===== src/rtl/cfg_stream_pkg.sv =====
package cfg_stream_pkg;
  // bits held per stored byte
  localparam int BITS_PER_BYTE = 8;
  // width of the bit-within-byte select
  localparam int BIT_SEL_W = 3;
endpackage


===== src/rtl/cfg_stream_store.sv =====
module cfg_stream_store
  import cfg_stream_pkg::*;
#(
  parameter int DEPTH_BYTES = 4,
  localparam int BYTE_AW = $clog2(DEPTH_BYTES),
  localparam int ADDR_W  = BYTE_AW + BIT_SEL_W
) (
  input  logic              clk,
  input  logic              rst,
  input  logic              wr_en,
  input  logic [BYTE_AW-1:0] wr_addr,
  input  logic [7:0]        wr_byte,
  input  logic              rd_en,
  input  logic [ADDR_W-1:0] rd_addr,
  output logic              bit_q
);
  logic [BITS_PER_BYTE-1:0] mem [DEPTH_BYTES];

  always_ff @(posedge clk) begin
    if (wr_en) mem[wr_addr] <= wr_byte;
  end

  // registered read, bit picked LSB first within the byte
  always_ff @(posedge clk) begin
    if (rst)        bit_q <= 1'b0;
    else if (rd_en) bit_q <= mem[rd_addr[ADDR_W-1:BIT_SEL_W]][rd_addr[BIT_SEL_W-1:0]];
  end
endmodule


===== src/rtl/cfg_stream_seq.sv =====
module cfg_stream_seq
  import cfg_stream_pkg::*;
#(
  parameter int DEPTH_BYTES = 4,
  parameter bit CASCADABLE  = 1'b1,
  localparam int ADDR_W = $clog2(DEPTH_BYTES) + BIT_SEL_W,
  localparam int TOTAL_BITS = DEPTH_BYTES * BITS_PER_BYTE,
  localparam logic [ADDR_W-1:0] LAST = ADDR_W'(TOTAL_BITS - 1)
) (
  input  logic              clk,
  input  logic              rst,
  input  logic              oe,
  input  logic              ncs,
  output logic              rd_en,
  output logic [ADDR_W-1:0] rd_addr,
  output logic              data_oe,
  output logic              ncasc
);
  logic [ADDR_W-1:0] addr;
  logic armed, done, drive_q, step;

  always_comb begin
    step    = oe && armed && !ncs && !done;
    rd_en   = step;
    rd_addr = addr;
  end

  always_ff @(posedge clk) begin
    if (rst) begin
      addr    <= '0;
      armed   <= 1'b0;
      done    <= 1'b0;
      drive_q <= 1'b0;
    end else if (!oe) begin
      addr    <= '0;
      armed   <= 1'b1;
      done    <= 1'b0;
      drive_q <= 1'b0;
    end else begin
      drive_q <= step;
      if (step) begin
        addr <= addr + 1'b1;
        if (addr == LAST) done <= 1'b1;
      end
    end
  end

  assign data_oe = drive_q;

  if (CASCADABLE) begin : g_casc
    assign ncasc = ~done;
  end else begin : g_nocasc
    assign ncasc = 1'b1;
  end

  AST_OE_LOW_QUIET: assert property (@(posedge clk) disable iff (rst)
    !oe |=> (!drive_q && ncasc));
  AST_NCS_IDLE: assert property (@(posedge clk) disable iff (rst)
    (oe && ncs) |=> (!drive_q && $stable(addr)));
  AST_DRIVE_ADVANCE: assert property (@(posedge clk) disable iff (rst)
    drive_q |-> (addr == ADDR_W'($past(addr) + 1'b1)));
  AST_DONE_QUIET: assert property (@(posedge clk) disable iff (rst)
    (done && oe) |=> !drive_q);
  AST_NCASC_HOLD: assert property (@(posedge clk) disable iff (rst)
    (!ncasc && oe) |=> !ncasc);
endmodule


===== src/rtl/cfg_stream_unit.sv =====
module cfg_stream_unit
  import cfg_stream_pkg::*;
#(
  parameter int DEPTH_BYTES = 4,
  parameter bit CASCADABLE  = 1'b1,
  localparam int BYTE_AW = $clog2(DEPTH_BYTES),
  localparam int ADDR_W  = BYTE_AW + BIT_SEL_W
) (
  input  logic               clk,
  input  logic               rst,
  input  logic               oe,
  input  logic               ncs,
  input  logic               wr_en,
  input  logic [BYTE_AW-1:0] wr_addr,
  input  logic [7:0]         wr_byte,
  output logic               data_val,
  output logic               data_oe,
  output logic               ncasc
);
  logic              rd_en;
  logic [ADDR_W-1:0] rd_addr;
  logic              wr_go;

  assign wr_go = wr_en && !oe;

  cfg_stream_seq #(.DEPTH_BYTES(DEPTH_BYTES), .CASCADABLE(CASCADABLE)) seq_i (
    .clk(clk), .rst(rst), .oe(oe), .ncs(ncs),
    .rd_en(rd_en), .rd_addr(rd_addr), .data_oe(data_oe), .ncasc(ncasc)
  );

  cfg_stream_store #(.DEPTH_BYTES(DEPTH_BYTES)) store_i (
    .clk(clk), .rst(rst), .wr_en(wr_go), .wr_addr(wr_addr), .wr_byte(wr_byte),
    .rd_en(rd_en), .rd_addr(rd_addr), .bit_q(data_val)
  );
endmodule


===== config.mk =====
export PLATFORM = sky130hd
export DESIGN_NAME = cfg_stream_unit
export DESIGN_NICKNAME = d
export VERILOG_FILES = /design/src/rtl/cfg_stream_pkg.sv /design/src/rtl/cfg_stream_store.sv /design/src/rtl/cfg_stream_seq.sv /design/src/rtl/cfg_stream_unit.sv
export SDC_FILE = /design/constraint.sdc
export NUM_CORES = 1
export LEC_CHECK = 0
export BUFFER_PORTS_ARGS = -buffer_cell sky130_fd_sc_hd__buf_2
export CORE_UTILIZATION = 42
export DETAILED_ROUTE_END_ITERATION = 16
export PLACE_DENSITY = 0.7
export SYNTH_ARGS = -nofsm -noshare
export SYNTH_HDL_FRONTEND = slang
export SYNTH_SLANG_ARGS = --single-unit

===== constraint.sdc =====
create_clock -name clk -period 2.6 [get_ports clk]
set_clock_uncertainty 0.1 [all_clocks]
set_input_delay 0.13 -clock clk [delete_from_list [all_inputs] [get_ports clk]]
set_output_delay 0.13 -clock clk [all_outputs]
set_load 0.01 [all_outputs]

After elaboration in Yosys (flattened, before gate mapping)
Memory sizes are Yosys's and may differ from the RTL's. A register that Yosys moved wholly into a read port is not among the register bits.
Index checks and enable logic that the tools add are counted.
- memories kept: 1
- RAM bits: 32
- input bits: 15
- flip-flop bits (word level): 9
- logic and storage cells: 26
- output and inout port bits: 3
- memory list (memory ; depth ; width ; read ports ; clocked after Yosys merged registers in ; write ports ; RTL line ; text):
    store_i.mem ; 4 ; 8 ; 1 ; 1 ; 1 ; cfg_stream_store.sv:17 ; logic [BITS_PER_BYTE-1:0] mem [DEPTH_BYTES];
- magnitude comparators: 1
- reduce and logical (&&, ||, !) cells: 9
- bitwise logic cells: 2
- $add $sub $neg: 1
- mux-type cells: 6
- equality and inequality tests: 1
- operator list (cell ; count):
    5-bit by 1-bit adder with 5-bit output (second input constant) ; 1
    5-bit equality test (second input constant) ; 1
    1-bit logical AND ; 4
    3-bit by 4-bit < comparator with 1-bit output (second input constant) ; 1
    2-bit two-way mux ; 2
    1-bit binary-select mux with 3-bit select ; 1
    1-bit logical NOT ; 3
    1-bit two-way mux ; 3
    1-bit NOT ; 2
    2-bit AND reduction ; 1
    2-bit OR reduction ; 1

Logic depth before layout (Yosys ltp)
- word-level depth: 5
- mapped depth: 7
- mapped depth without buffers: 5

Modules after synthesis
Synthesis repeated with hierarchy kept, for this count alone.
- cell total of the unflattened synthesis: 118
- area, all modules: 1700.4 sq um
- modules (own cells, without submodules) (module ; area each (sq um) ; sequential area each (sq um) ; cells an instance ; times used):
    cfg_stream_store ; 1352.5 ; 980.9 ; 82 ; 1
    cfg_stream_seq ; 334.1 ; 160.2 ; 35 ; 1
    cfg_stream_unit ; 13.8 ; 0.0 ; 1 ; 1

Worst setup path before layout
No wires, ideal clock.
- path kind: flip-flop to flip-flop
- start: reg (tool-made name)
- end: reg store_i.bit_q
- required time: 2.357 ns
- cell stages (with the launch flop): 7
- clock period less this slack: 1.528 ns
- slack: 1.072 ns
- arrival: 1.284 ns
- setup time: 0.143 ns
- path buffers: 1
- cells stage by stage: dfxtp_1 -> buf_6 -> mux4_1 -> inv_1 -> o2111ai_1 -> nand4b_1 -> a211oi_2
- RTL lines (element ; RTL line ; text):
    end signal, assigned ; cfg_stream_store.sv:26 ; else if (rd_en) bit_q <= mem[rd_addr[ADDR_W-1:BIT_SEL_W]][rd_addr[BIT_SEL_W-1:0]];
    end, declared ; cfg_stream_store.sv:15 ; output logic bit_q

Final worst setup path
- start: in oe
- end: mem store_i.mem[2][2], enable pin
- longest elaborated chain between the ends: 4
- RTL lines (element ; RTL line ; text):
    start, declared ; cfg_stream_unit.sv:11 ; input logic oe,
    1-bit logical NOT ; n/a ;
    1-bit logical AND ; cfg_stream_unit.sv:24 ; assign wr_go = wr_en && !oe;
    1-bit two-way mux ; cfg_stream_store.sv:20 ; if (wr_en) mem[wr_addr] <= wr_byte;
    1-bit two-way mux (implied by the code) ; cfg_stream_store.sv:20 ;
    end, declared ; cfg_stream_store.sv:17 ;
Every way passes these cells.

==> flow_summary.toml <==
[timing]
maxSlewViolCount = 0
totalNegativeSetupSlack_ns = 0
worst_slew_pin_slew_ns = 0.821
post-route-period-util_pct = 74.2
relSlewSlack_pct = 45.0
setup_viol = 0
fmaxAchievable_mhz = 518
post-route-min-period_ns = 1.93
hold_viol = 0
whs_ns = 0.0676
layout_setup_ws_ns = 0.671
rsz0062_at_grt = "false"

[final_layout]
seq_area_um2 = 1180
multi_input_area_um2 = 509
fin_cells = 197
design_area_um2 = 2100
utilization_pct = 52.5
drive_gt1_share_pct = 25.2
area_growth_pct = 20.7
nets = 163
num_antenna_cells = 0
fill_cells = 345

[critical_path]
crit_path_max_incr_delay_ns = 0.63
crit_chain = "dlygate4sd3_1 > buf_2 > nor2b_1 > nand2_1 > nor2_1"
cp-start-kind = "input port"
r2r_slack_ns = 0.73
reg2reg_depth = 6
path_max_fanout = 8
end_kind = "flop"
crit_buf_inv = 2
critPathKind = "input port to flop"
path_delay_family = "simple AND/OR/NAND/NOR gates"
cp_slowest_cell = "nor2_1"
r2r_end = "store_i.bit_q"
cp.arrival_ns = 1.75
critPathRequiredTime_ns = 2.42

[floorplanning]
dieHeight_um = 66.4
die_w_um = 66.4
core.rowCount = 23
core_um2 = 4000
die-area_um2 = 4400
start_util_pct = 43.5
pin_count = 18

[placement]
dp_hpwl_um = 1990
port_buffers = 17
dpl_cell_area_um2 = 1870
dp_slack_ns = 0.742
gp_congestion = 0.777
placedCellCount = 179

[drt]
vias = 988
drtIter0Drc = 21
drc = 0
wire_per_inst_um = 14.6
postRouteAntennaNets = 0
first_pass_iters = 6
post_drt_via_cell_ratio = 5.02
drt-total-wl_um = 2870

[clocking]
clk_path_buf_depth = 2
cts_tree = "built"
cts_buffers = 5
cts_htree_levels = 2
clk_latency_ns = 0.29
path_clk_slew_ns = 0.07
root_buffer = "clkbuf_8"
cts_resized = 0
cts.sinks = 43

[synth]
yosysTopAreaCellShare_pct = 55.2
synth_enable_flop_cells = 32
syn_area_um2 = 1740
avgSynthCellArea_um2 = 15.4
synth_common_cells = "32 x edfxtp_1, 11 x dfxtp_1, 10 x nor2_1"
yosysMostFrequentCell = "edfxtp_1"
synthArstFlopShare_pct = 0
synthTopCellsByArea = "edfxtp_1 55%, dfxtp_1 13%, mux2i_1 4.6%, mux2_2 4.5%, nor2_1 2.2%"
synth_ff_type = "edfxtp_1"
syn_nets = 130
yosysWarnings = 0
synth_cells = 113
ys_seq_elements = 43
ys_seq_area_share_pct = 67.9
post_synth_num_cell_types = 33
yosys.area.top_type = "edfxtp_1"

[pwr]
pwr_density_cell_nw_per_um2 = 675
power.total_mw = 1.42
irDropWorstVdd_v = 0.000412
leakage_nw = 0.733

[hold_path]
worst_hold_path.endpoint = "seq_i.done"
min_from = "ncs"
hold_class = "input port to flop"
whs_path_depth = 3

[grt]
grt_pass1_vias = 971
grt_usage_pct = 14.8
grt_max_degree = 14
grt_pass1_wl_um = 4520
grt_overflow = 0
antenna_found_initial = 0

[flow_run]
cap_violations = 0

[run_status]
outcome = "complete, no violations"
## registers in the layout (all words and copies together), names as in the netlist, named ones only
register / count
seq_i.armed: 1
seq_i.data_oe: 1
seq_i.done: 1
seq_i.rd_addr: 5
store_i.bit_q: 1
store_i.mem: 32
## how the worst max path moves through the flow
stage          from  slack (ns)  depth (start not counted)                 to
2_1_floorplan  flop        1.07                          6      store_i.bit_q
3_3_place_gp   flop        0.80                          6      store_i.bit_q
3_5_place_dp   flop        0.74                          6      store_i.bit_q
4_1_cts          oe        0.65                          5  store_i.mem[2][2]
5_1_grt          oe        0.57                          5  store_i.mem[2][7]
6_report         oe        0.67                          5  store_i.mem[2][2]
## cells by family (layout without fill, tap and decap cells)
group / after synthesis / after routing / synth area share, %
mux: 17 / 17 / 11.5
fa+ha+maj: 2 / 2 / 1.44
buf+inv: 7 / 41 / 2.88
flops: 43 / 43 / 67.9
xor+xnor: 3 / 3 / 1.51
simple gates: 28 / 28 / 9.63
compound gates: 13 / 13 / 5.18
## metal layers
layer  routed length, µm  global-route usage [%]  up-vias  share of wire, %
met3                 101                    4.66        5               3.5
met5                   0                       0        -                 0
li1                    -                       -      493                 -
met1                1320                    17.9      470                46
met4                  41                    6.38        0               1.4
met2                1410                    24.1       20                49
## tightest hold or removal path: cells and delay by family
| kind | cells | cell delay, ns |
|---|---|---|
| buffers and inverters | 1 | 0.11 |
| and+or+nand+nor | 1 | 0.10 |
| AOI/OAI and AO/OA | 1 | 0.07 |
## where the power goes
group | switching [mW] | internal (mW) | total, mW
Sequential | 0.00602 | 0.755 | 0.761
Combinational | 0.0288 | 0.0311 | 0.0599
Clock | 0.212 | 0.384 | 0.596
## layout make-up
class / count / area share, %
Clock buffer: 6 / 3.45
Clock inverter: 2 / 2.86
Inverter: 4 / 0.715
Multi-Input combinational cell: 63 / 24.2
Sequential cell: 43 / 56.2
Tap cell: 50 / 2.98
Timing Repair Buffer: 29 / 9.53
## timing repair
item	in CTS	in global routing
hold buffers	10	0
buffers inserted	0	0
hold endpoints to repair	35	0
## cell usage in the layout, fill, tap and decap left out, types with 2 or more instances in the layout
cell and n:
nor2b_1 2, mux2i_1 8, mux2_2 7, ha_1 2, dfxtp_1 11, clkbuf_8 5, nand2_1 3, a21oi_1 2
dlygate4sd3_1 10, buf_4 2, nand2b_1 3, edfxtp_1 32, and3_1 2, bufinv_16 2, nor2_1 10, buf_2 17
inv_1 4, o22ai_1 6, xnor2_1 2
No activity file was read; power rests on OpenSTA's default activity.
